<file path="src/rtl/adc_scan_pkg.sv">
// Package: shared sizes and trigger-source encoding for the ADC scan sequencer.
// Assumes: 10-bit SAR, five channels, 8 + 10 + 2 tick budget per channel.
package adc_scan_pkg;
    localparam int RES_W      = 10;
    localparam int NUM_CH     = 5;
    localparam int CH_W       = 3;
    localparam int SAMPLE_CYC = 8;
    localparam int WB_CYC     = 2;

    typedef enum logic [1:0] {
        SRC_EXT  = 2'd0,
        SRC_TMR  = 2'd1,
        SRC_SW   = 2'd2,
        SRC_NONE = 2'd3
    } trig_src_e;
endpackage

</file>
<file path="src/rtl/adc_scan_trig.sv">
// Module: start-source selection. Synchronises the asynchronous active-low
// pin through SYNC_STAGES flops, detects its falling edge and multiplexes
// the three sources into one start pulse.
// Assumes: timer and software inputs are already one-cycle synchronous pulses.
module adc_scan_trig
    import adc_scan_pkg::*;
#(
    parameter int SYNC_STAGES = 2
) (
    input  logic       clk,
    input  logic       rst_n,
    input  logic       ext_trig_n,
    input  logic       tmr_match,
    input  logic       sw_start,
    input  logic [1:0] trig_sel,
    output logic       fire
);
    logic [SYNC_STAGES-1:0] sync_q;
    logic                   prev_q;
    logic                   ext_fall;

    // Synchroniser chain plus the one-flop history used for edge detection.
    always_ff @(posedge clk) begin
        if (!rst_n) begin
            sync_q <= '1;
            prev_q <= 1'b1;
        end else begin
            sync_q <= {sync_q[SYNC_STAGES-2:0], ext_trig_n};
            prev_q <= sync_q[SYNC_STAGES-1];
        end
    end

    // A high-to-low transition of the synchronised pin.
    assign ext_fall = prev_q & ~sync_q[SYNC_STAGES-1];

    // Source multiplexer.
    always_comb begin
        unique case (trig_src_e'(trig_sel))
            SRC_EXT: fire = ext_fall;
            SRC_TMR: fire = tmr_match;
            SRC_SW:  fire = sw_start;
            default: fire = 1'b0;
        endcase
    end

    // an edge-detect pulse lasts exactly one cycle.
    assert_edge_pulse_R2: assert property (@(posedge clk) disable iff (!rst_n)
        ext_fall |=> !ext_fall);
endmodule

</file>
<file path="src/rtl/adc_scan_sar.sv">
// Module: pass sequencer and successive-approximation engine. Counts
// conversion ticks per channel, presents trial codes, keeps or drops each
// trial bit from the comparator, and emits a write strobe per channel.
// Assumes: conv_en is a one-cycle tick; cmp_in is valid at each decision tick.
module adc_scan_sar
    import adc_scan_pkg::*;
#(
    parameter int RES_W_P      = RES_W,
    parameter int NUM_CH_P     = NUM_CH,
    parameter int CH_W_P       = CH_W,
    parameter int SAMPLE_CYC_P = SAMPLE_CYC,
    parameter int WB_CYC_P     = WB_CYC
) (
    input  logic                clk,
    input  logic                rst_n,
    input  logic                conv_en,
    input  logic                run_en,
    input  logic                mode_cont,
    input  logic                fire,
    input  logic [CH_W_P-1:0]   ch_start,
    input  logic [CH_W_P-1:0]   ch_end,
    input  logic                cmp_in,
    output logic                busy,
    output logic                sampling,
    output logic [RES_W_P-1:0]  dac_code,
    output logic [CH_W_P-1:0]   ch_sel,
    output logic                wr_valid,
    output logic                wr_last,
    output logic [CH_W_P-1:0]   wr_ch,
    output logic [RES_W_P-1:0]  wr_data
);
    localparam int CONV_CYC = SAMPLE_CYC_P + RES_W_P + WB_CYC_P;
    localparam int CYC_W    = $clog2(CONV_CYC);
    localparam logic [CYC_W-1:0]  DEC_FIRST = CYC_W'(SAMPLE_CYC_P);
    localparam logic [CYC_W-1:0]  DEC_LAST  = CYC_W'(SAMPLE_CYC_P + RES_W_P - 1);
    localparam logic [CYC_W-1:0]  WB_LAST   = CYC_W'(CONV_CYC - 1);
    localparam logic [CH_W_P-1:0] MAX_CH    = CH_W_P'(NUM_CH_P - 1);

    logic                busy_q;
    logic [CYC_W-1:0]    cyc_q;
    logic [CH_W_P-1:0]   ch_q;
    logic [RES_W_P-1:0]  res_q;
    logic [CH_W_P-1:0]   start_eff, end_eff;
    logic                in_dec, last_ch;
    logic [CYC_W-1:0]    dec_off;
    logic [RES_W_P-1:0]  trial;

    // Clamp the range bounds to the highest existing channel.
    assign start_eff = (ch_start > MAX_CH) ? MAX_CH : ch_start;
    assign end_eff   = (ch_end   > MAX_CH) ? MAX_CH : ch_end;
    assign last_ch   = (ch_q >= end_eff);

    // Trial bit for the current decision tick, MSB first.
    assign in_dec  = busy_q && (cyc_q >= DEC_FIRST) && (cyc_q <= DEC_LAST);
    assign dec_off = DEC_LAST - cyc_q;
    assign trial   = in_dec ? (RES_W_P'(1) << dec_off) : '0;

    // Sequencer state: idle/start, tick counting, bit decisions, channel stepping.
    always_ff @(posedge clk) begin
        if (!rst_n) begin
            busy_q <= 1'b0;
            cyc_q  <= '0;
            ch_q   <= '0;
            res_q  <= '0;
        end else if (!busy_q) begin
            if (fire && run_en) begin
                busy_q <= 1'b1;
                cyc_q  <= '0;
                ch_q   <= start_eff;
                res_q  <= '0;
            end
        end else if (conv_en) begin
            if (in_dec) begin
                res_q <= cmp_in ? (res_q | trial) : res_q;
                cyc_q <= cyc_q + 1'b1;
            end else if (cyc_q == WB_LAST) begin
                cyc_q <= '0;
                res_q <= '0;
                if (!last_ch) begin
                    ch_q <= ch_q + 1'b1;
                end else if (mode_cont && run_en) begin
                    ch_q <= start_eff;
                end else begin
                    busy_q <= 1'b0;
                end
            end else begin
                cyc_q <= cyc_q + 1'b1;
            end
        end
    end

    // Outputs to the analog side and the result store.
    assign busy     = busy_q;
    assign sampling = busy_q && (cyc_q < DEC_FIRST);
    assign dac_code = res_q | trial;
    assign ch_sel   = ch_q;
    assign wr_valid = busy_q && conv_en && (cyc_q == WB_LAST);
    assign wr_last  = last_ch;
    assign wr_ch    = ch_q;
    assign wr_data  = res_q;

    // without a tick, the tick counter, channel and partial result hold.
    assert_tick_hold_R4: assert property (@(posedge clk) disable iff (!rst_n)
        (busy_q && !conv_en) |=> ($stable(cyc_q) && $stable(ch_q) && $stable(res_q)));

    // the active channel never leaves the existing set.
    assert_ch_bound_R6: assert property (@(posedge clk) disable iff (!rst_n)
        busy_q |-> (ch_q <= MAX_CH));

    // a start pulse during a pass neither ends it nor moves the channel.
    assert_busy_ignore_R3: assert property (@(posedge clk) disable iff (!rst_n)
        (busy_q && fire && (cyc_q != WB_LAST)) |=> (busy_q && (ch_q == $past(ch_q))));
endmodule

</file>
<file path="src/rtl/adc_scan_store.sv">
// Module: result storage and interrupt flags. Holds one buffer per channel,
// the shared latest-result register, the window comparator and the two
// sticky write-1-clear flags, where a set beats a simultaneous clear.
// Assumes: wr_ch is below NUM_CH whenever wr_valid is high.
module adc_scan_store
    import adc_scan_pkg::*;
#(
    parameter int RES_W_P  = RES_W,
    parameter int NUM_CH_P = NUM_CH,
    parameter int CH_W_P   = CH_W
) (
    input  logic                clk,
    input  logic                rst_n,
    input  logic                wr_valid,
    input  logic                wr_last,
    input  logic [CH_W_P-1:0]   wr_ch,
    input  logic [RES_W_P-1:0]  wr_data,
    input  logic                win_en,
    input  logic [RES_W_P-1:0]  upper_lim,
    input  logic [RES_W_P-1:0]  lower_lim,
    input  logic                done_clr,
    input  logic                oor_clr,
    input  logic [CH_W_P-1:0]   rd_ch,
    output logic [RES_W_P-1:0]  rd_data,
    output logic [RES_W_P-1:0]  data_out,
    output logic                done_flag,
    output logic                oor_flag
);
    logic [RES_W_P-1:0] buf_q [NUM_CH_P];
    logic [RES_W_P-1:0] data_q;
    logic               done_q, oor_q, oor_hit;

    // One result buffer per channel.
    for (genvar g = 0; g < NUM_CH_P; g++) begin : g_buf
        always_ff @(posedge clk) begin
            if (!rst_n)
                buf_q[g] <= '0;
            else if (wr_valid && (wr_ch == CH_W_P'(g)))
                buf_q[g] <= wr_data;
        end
    end

    // Buffer read port; an index without a channel reads zero.
    always_comb begin
        rd_data = '0;
        for (int i = 0; i < NUM_CH_P; i++)
            if (rd_ch == CH_W_P'(i)) rd_data = buf_q[i];
    end

    // Window compare, strict on both bounds.
    assign oor_hit = win_en && ((wr_data > upper_lim) || (wr_data < lower_lim));

    // Shared result register and sticky flags.
    always_ff @(posedge clk) begin
        if (!rst_n) begin
            data_q <= '0;
            done_q <= 1'b0;
            oor_q  <= 1'b0;
        end else begin
            if (wr_valid) data_q <= wr_data;
            done_q <= (done_q & ~done_clr) | (wr_valid & wr_last);
            oor_q  <= (oor_q & ~oor_clr) | (wr_valid & oor_hit);
        end
    end

    assign data_out  = data_q;
    assign done_flag = done_q;
    assign oor_flag  = oor_q;

    // writing the last channel always leaves the completion flag set.
    assert_done_set_R10: assert property (@(posedge clk) disable iff (!rst_n)
        (wr_valid && wr_last) |=> done_q);

    // with the window check off, a clear flag stays clear.
    assert_win_off_R12: assert property (@(posedge clk) disable iff (!rst_n)
        (!win_en && !oor_q) |=> !oor_q);

    // the shared register only changes on a write.
    assert_data_hold_R7: assert property (@(posedge clk) disable iff (!rst_n)
        !wr_valid |=> $stable(data_q));
endmodule

</file>
<file path="src/rtl/adc_scan_ctrl.sv">
// Module: top of the SAR ADC scan sequencer. Joins trigger selection, the
// SAR pass engine and the result store.
// Assumes: comparator, DAC, multiplexer and prescaler live outside.
module adc_scan_ctrl
    import adc_scan_pkg::*;
(
    input  logic         clk,
    input  logic         rst_n,
    input  logic         conv_en,
    input  logic         run_en,
    input  logic         mode_cont,
    input  logic [1:0]   trig_sel,
    input  logic         ext_trig_n,
    input  logic         tmr_match,
    input  logic         sw_start,
    input  logic [2:0]   ch_start,
    input  logic [2:0]   ch_end,
    input  logic         win_en,
    input  logic [9:0]   upper_lim,
    input  logic [9:0]   lower_lim,
    input  logic         cmp_in,
    input  logic         done_clr,
    input  logic         oor_clr,
    input  logic [2:0]   buf_rd_ch,
    output logic [9:0]   dac_code,
    output logic [2:0]   ch_sel,
    output logic         sampling,
    output logic         busy,
    output logic [9:0]   data_out,
    output logic [9:0]   buf_rd_data,
    output logic         done_flag,
    output logic         oor_flag
);
    logic             fire;
    logic             wr_valid, wr_last;
    logic [CH_W-1:0]  wr_ch;
    logic [RES_W-1:0] wr_data;

    adc_scan_trig #(.SYNC_STAGES(2)) u_trig (
        .clk(clk), .rst_n(rst_n), .ext_trig_n(ext_trig_n),
        .tmr_match(tmr_match), .sw_start(sw_start),
        .trig_sel(trig_sel), .fire(fire)
    );

    adc_scan_sar u_sar (
        .clk(clk), .rst_n(rst_n), .conv_en(conv_en), .run_en(run_en),
        .mode_cont(mode_cont), .fire(fire), .ch_start(ch_start),
        .ch_end(ch_end), .cmp_in(cmp_in), .busy(busy), .sampling(sampling),
        .dac_code(dac_code), .ch_sel(ch_sel), .wr_valid(wr_valid),
        .wr_last(wr_last), .wr_ch(wr_ch), .wr_data(wr_data)
    );

    adc_scan_store u_store (
        .clk(clk), .rst_n(rst_n), .wr_valid(wr_valid), .wr_last(wr_last),
        .wr_ch(wr_ch), .wr_data(wr_data), .win_en(win_en),
        .upper_lim(upper_lim), .lower_lim(lower_lim), .done_clr(done_clr),
        .oor_clr(oor_clr), .rd_ch(buf_rd_ch), .rd_data(buf_rd_data),
        .data_out(data_out), .done_flag(done_flag), .oor_flag(oor_flag)
    );
endmodule

</file>
<file path="config.mk">
export PLATFORM = sky130hd
export DESIGN_NAME = adc_scan_ctrl
export DESIGN_NICKNAME = d
export VERILOG_FILES = /design/src/rtl/adc_scan_pkg.sv /design/src/rtl/adc_scan_trig.sv /design/src/rtl/adc_scan_sar.sv /design/src/rtl/adc_scan_store.sv /design/src/rtl/adc_scan_ctrl.sv
export SDC_FILE = /design/constraint.sdc
export NUM_CORES = 1
export LEC_CHECK = 0
export CAP_MARGIN = 20
export CORE_UTILIZATION = 55
export CTS_CLUSTER_DIAMETER = 30
export DETAILED_ROUTE_END_ITERATION = 8
export PLACE_DENSITY = 0.83
export REMOVE_ABC_BUFFERS = 1
export SYNTH_ARGS = -nofsm -noshare
export SYNTH_HDL_FRONTEND = slang
export SYNTH_SLANG_ARGS = --single-unit
export TNS_END_PERCENT = 50
</file>
<file path="constraint.sdc">
create_clock -name clk -period 5.2 [get_ports clk]
set_input_delay 0.78 -clock clk [delete_from_list [all_inputs] [get_ports clk]]
set_output_delay 0.78 -clock clk [all_outputs]
set_load 0.1 [all_outputs]
</file>
==> key figures <==
Run status
  • Status: finished, final reports clean

Worst setup path
  • WP data arrival: 3.41 ns
  • Crit Path Class: reg -> out
  • Crit start category: flip-flop
  • Critical R2R Capture: u_store.buf_q[2][4]
  • Critical-path maximum fanout: 8
  • CP endpoint kind: output port
  • R2R Setup Slk: 2.43 ns
  • Required time worst endpoint: 4.42 ns
  • R2R depth: 4
  • RR Startpoint: u_sar.cyc_q[1]

Pwr
  • Comb pwr share: 0.196
  • Static Leak: 2.18 nW
  • Power per Cell Area: 268 mW/mm²
  • Sequential power share: 0.493
  • VDD IR-drop max: 0.000199 V
  • Net load switching power: 459 µW
  • Clock power share: 0.311
  • Internal power: 1.06 mW
  • Switching share of power: 0.303

Layout
  • # fillers: 620
  • Number of diodes: 0
  • Post-layout util: 0.693
  • FF+latch area: 0.00218 mm²
  • Share of layout cells above drive strength 1: 0.0981
  • Syn-to-layout area delta: 22.7%
  • Post-layout net count: 591
  • Multi-input gate area: 0.00221 mm²

Synthesis
  • Post-synth EDFFs: 50
  • Mapped cell area: 0.00461 mm²
  • Ys async rst share: 0
  • Ys flop type: edfxtp_1
  • Seq cells post-synth: 84
  • Seq/Total Area, Yosys: 0.473
  • Netlist cell types: 49
  • Avg Inst Size Synth: 10.5 µm²
  • Synthesis Warnings: 0
  • Synth Instances: 438
  • Area leader, netlist: edfxtp_1
  • Yosys top cell area share: 0.325
  • Synth top area cells: edfxtp_1 (33%), dfxtp_1 (15%), ha_1 (8.9%)

Min path
  • Hold Path Class: reg -> reg
  • Hold Path Sink: u_trig.prev_q
  • Worst Hold Path Cells: 1
  • Hold Startpoint: u_trig.sync_q[1]

GRT
  • GRT overflow: 0
  • Initial antenna violation count: 0
  • GRT Util Overall: 0.257
  • Largest net degree at the start of global routing: 35
  • Vias in the first global route: 3,601
  • First-pass GRT wire length: 16,800 µm

Clock tree
  • H-tree levels: 3
  • CTS max path bufs: 2
  • Clk sinks: 84
  • Clock Latency Late Sink: 0.35 ns
  • Clk root buf: clkbuf_8
  • Post-CTS setup repair buffer count: 0
  • CTS tree: done
  • Cts bufs inserted: 9
  • Register clock-pin slew on the reported worst setup and hold paths: 0.09 ns
  • Hold_buf cts: 0
  • Cts repair resizes: 0

Place
  • Port Buffers: 79
  • Hpwl dp: 7610 µm
  • Placer Congestion: 0.899

Timing
  • Setup TNS Final: 0 ns
  • RSZ-0062 raised after global routing: no
  • Period utilization: 0.807
  • Clock skew: 0.0142 ns
  • Final hold viol count: 0
  • Final worst path period need: 4.19 ns
  • Slew Viols, Final: 0
  • Worst-margin pin slew: 1.05 ns
  • Final setup fails: 0
  • Slew headroom: 0.297
  • Fmax: 238 MHz

Floorplan
  • Die height: 93.6 µm
  • Starting density of the core: 0.564
  • Die Area: 0.00876 mm²
  • Num rows: 33
  • Ports: 80
  • Core area: 0.00818 mm²
  • Chip Width: 93.6 µm

Drt
  • DR iter-0 viols: 182
  • Post-Route WL: 10,600 µm
  • Total number of vias: 3,545
  • DRT antenna net count: 0
  • Initial DRT Pass Iterations: 5
  • DRC Markers: 0
  • Post-DR vias/cell: 5.67
  • Wirelength per Cell: 17.0 µm

Run
  • MaxCap Viol Count: 0
[synth_stat cells (8+ instances only)]
cell type and count:
nand2_1 54, edfxtp_1 50, and2_1 48, inv_1 39, dfxtp_1 34, ha_1 33, o21ai_0 21, a21oi_1 15
a21boi_1 11, a32o_1 11, mux4_2 10, nor2b_1 10, a31o_1 8, clkbuf_1 8, nor2_1 8
[registers in the layout (all words and copies together) (netlist names), 2 cells and up]
name / count
u_store.buf_q: 50
u_store.data_out: 10
u_sar.ch_sel: 3
u_sar.cyc_q: 5
u_sar.wr_data: 10
u_trig.sync_q: 2
[how the worst max path moves through the flow]
| stage | slack, ns | cells after the start | end | startpoint |
|---|---|---|---|---|
| after floorplan | 1.14 | 2 | sampling | u_sar.busy |
| after global placement | 1.56 | 8 | dac_code[8] | u_sar.cyc_q[1] |
| after detailed placement | 1.42 | 8 | dac_code[2] | u_sar.cyc_q[1] |
| after CTS | 1.02 | 8 | dac_code[2] | u_sar.cyc_q[1] |
| after global routing | 0.77 | 7 | dac_code[9] | u_sar.cyc_q[1] |
| final | 1.01 | 8 | dac_code[2] | u_sar.cyc_q[1] |
[metal layers]
layer  part of all wire  track usage
met2               0.52        0.474
met3              0.065       0.0520
met4              0.016        0.101
met5                  0            0
met1               0.40        0.287
[cells in the final DEF, fill, tap and decap left out, types with 3 or more instances in the layout]
cell type | synthesis | layout
dfxtp_1 | 34 | 34
inv_6 | 0 | 3
buf_4 | 1 | 12
o211ai_1 | 5 | 5
nor3_1 | 6 | 6
a21boi_1 | 11 | 11
inv_1 | 39 | 39
a31o_1 | 8 | 8
nand2b_1 | 6 | 6
clkdlybuf4s50_1 | 0 | 69
nor2_1 | 8 | 8
a32oi_1 | 3 | 3
o21ai_1 | 2 | 5
nand2_1 | 54 | 54
and3_1 | 4 | 4
clkbuf_8 | 0 | 9
o21ai_0 | 21 | 18
a31oi_1 | 3 | 3
a32o_1 | 11 | 11
mux2i_1 | 3 | 3
and2_1 | 48 | 48
a21oi_1 | 15 | 15
nand3_1 | 5 | 5
edfxtp_1 | 50 | 50
a21o_1 | 4 | 4
mux4_2 | 10 | 10
nor2_4 | 4 | 4
ha_1 | 33 | 33
nor2b_1 | 10 | 10
[critical path, cell delays in order, from the launching register on]
cell             delay, ns
dfxtp_1               0.38
inv_1                 0.12
ha_1                  0.21
nor2b_1               0.24
a21oi_1               0.10
o21ai_1               0.14
nor2b_1               0.51
a31o_1                0.23
clkdlybuf4s50_1       1.13
[per-stage QoR]
stage | std cells | power (mW) | hold WS, ns | setup WS (ns) | area, µm²
after floorplan | 423 | 0.962 | 0.386 | 1.14 | 4550
after global placement | 609 | 1.05 | 0.393 | 1.56 | 5460
after detailed placement | 609 | 1.06 | 0.415 | 1.42 | 5460
after CTS | 625 | 1.52 | 0.441 | 1.02 | 5660
after global routing | 625 | 1.57 | 0.475 | 0.768 | 5660
final | 625 | 1.52 | 0.436 | 1.01 | 5660
[logic make-up after synthesis]
group / count (synthesis) / share of synthesized area
buffers and inverters: 55 / 0.0472
adder cells (fa/ha/maj): 33 / 0.0895
AO/OA/AOI/OAI: 91 / 0.137
AND/OR/NAND/NOR: 161 / 0.196
multiplexers: 13 / 0.0553
XOR/XNOR: 1 / 0.00190
flip-flops: 84 / 0.473
[cell type report]
cell class | instances | share of cell area
clock buffer | 9 | 0.0219
tap | 105 | 0.0232
sequential | 84 | 0.385
inverter | 40 | 0.0265
multi-input combinational | 299 | 0.391
timing repair buffer | 81 | 0.138
clock inverter | 7 | 0.0141
[power by group through the flow]
stage                     registers, mW  logic, mW  clock network, mW
after floorplan                   0.790      0.172                  0
after global placement            0.760      0.290                  0
after detailed placement          0.763      0.296                  0
after CTS                         0.748      0.297              0.477
after global routing              0.751      0.316              0.501
final                             0.748      0.296              0.471
Power figures use the tool's default switching activity.
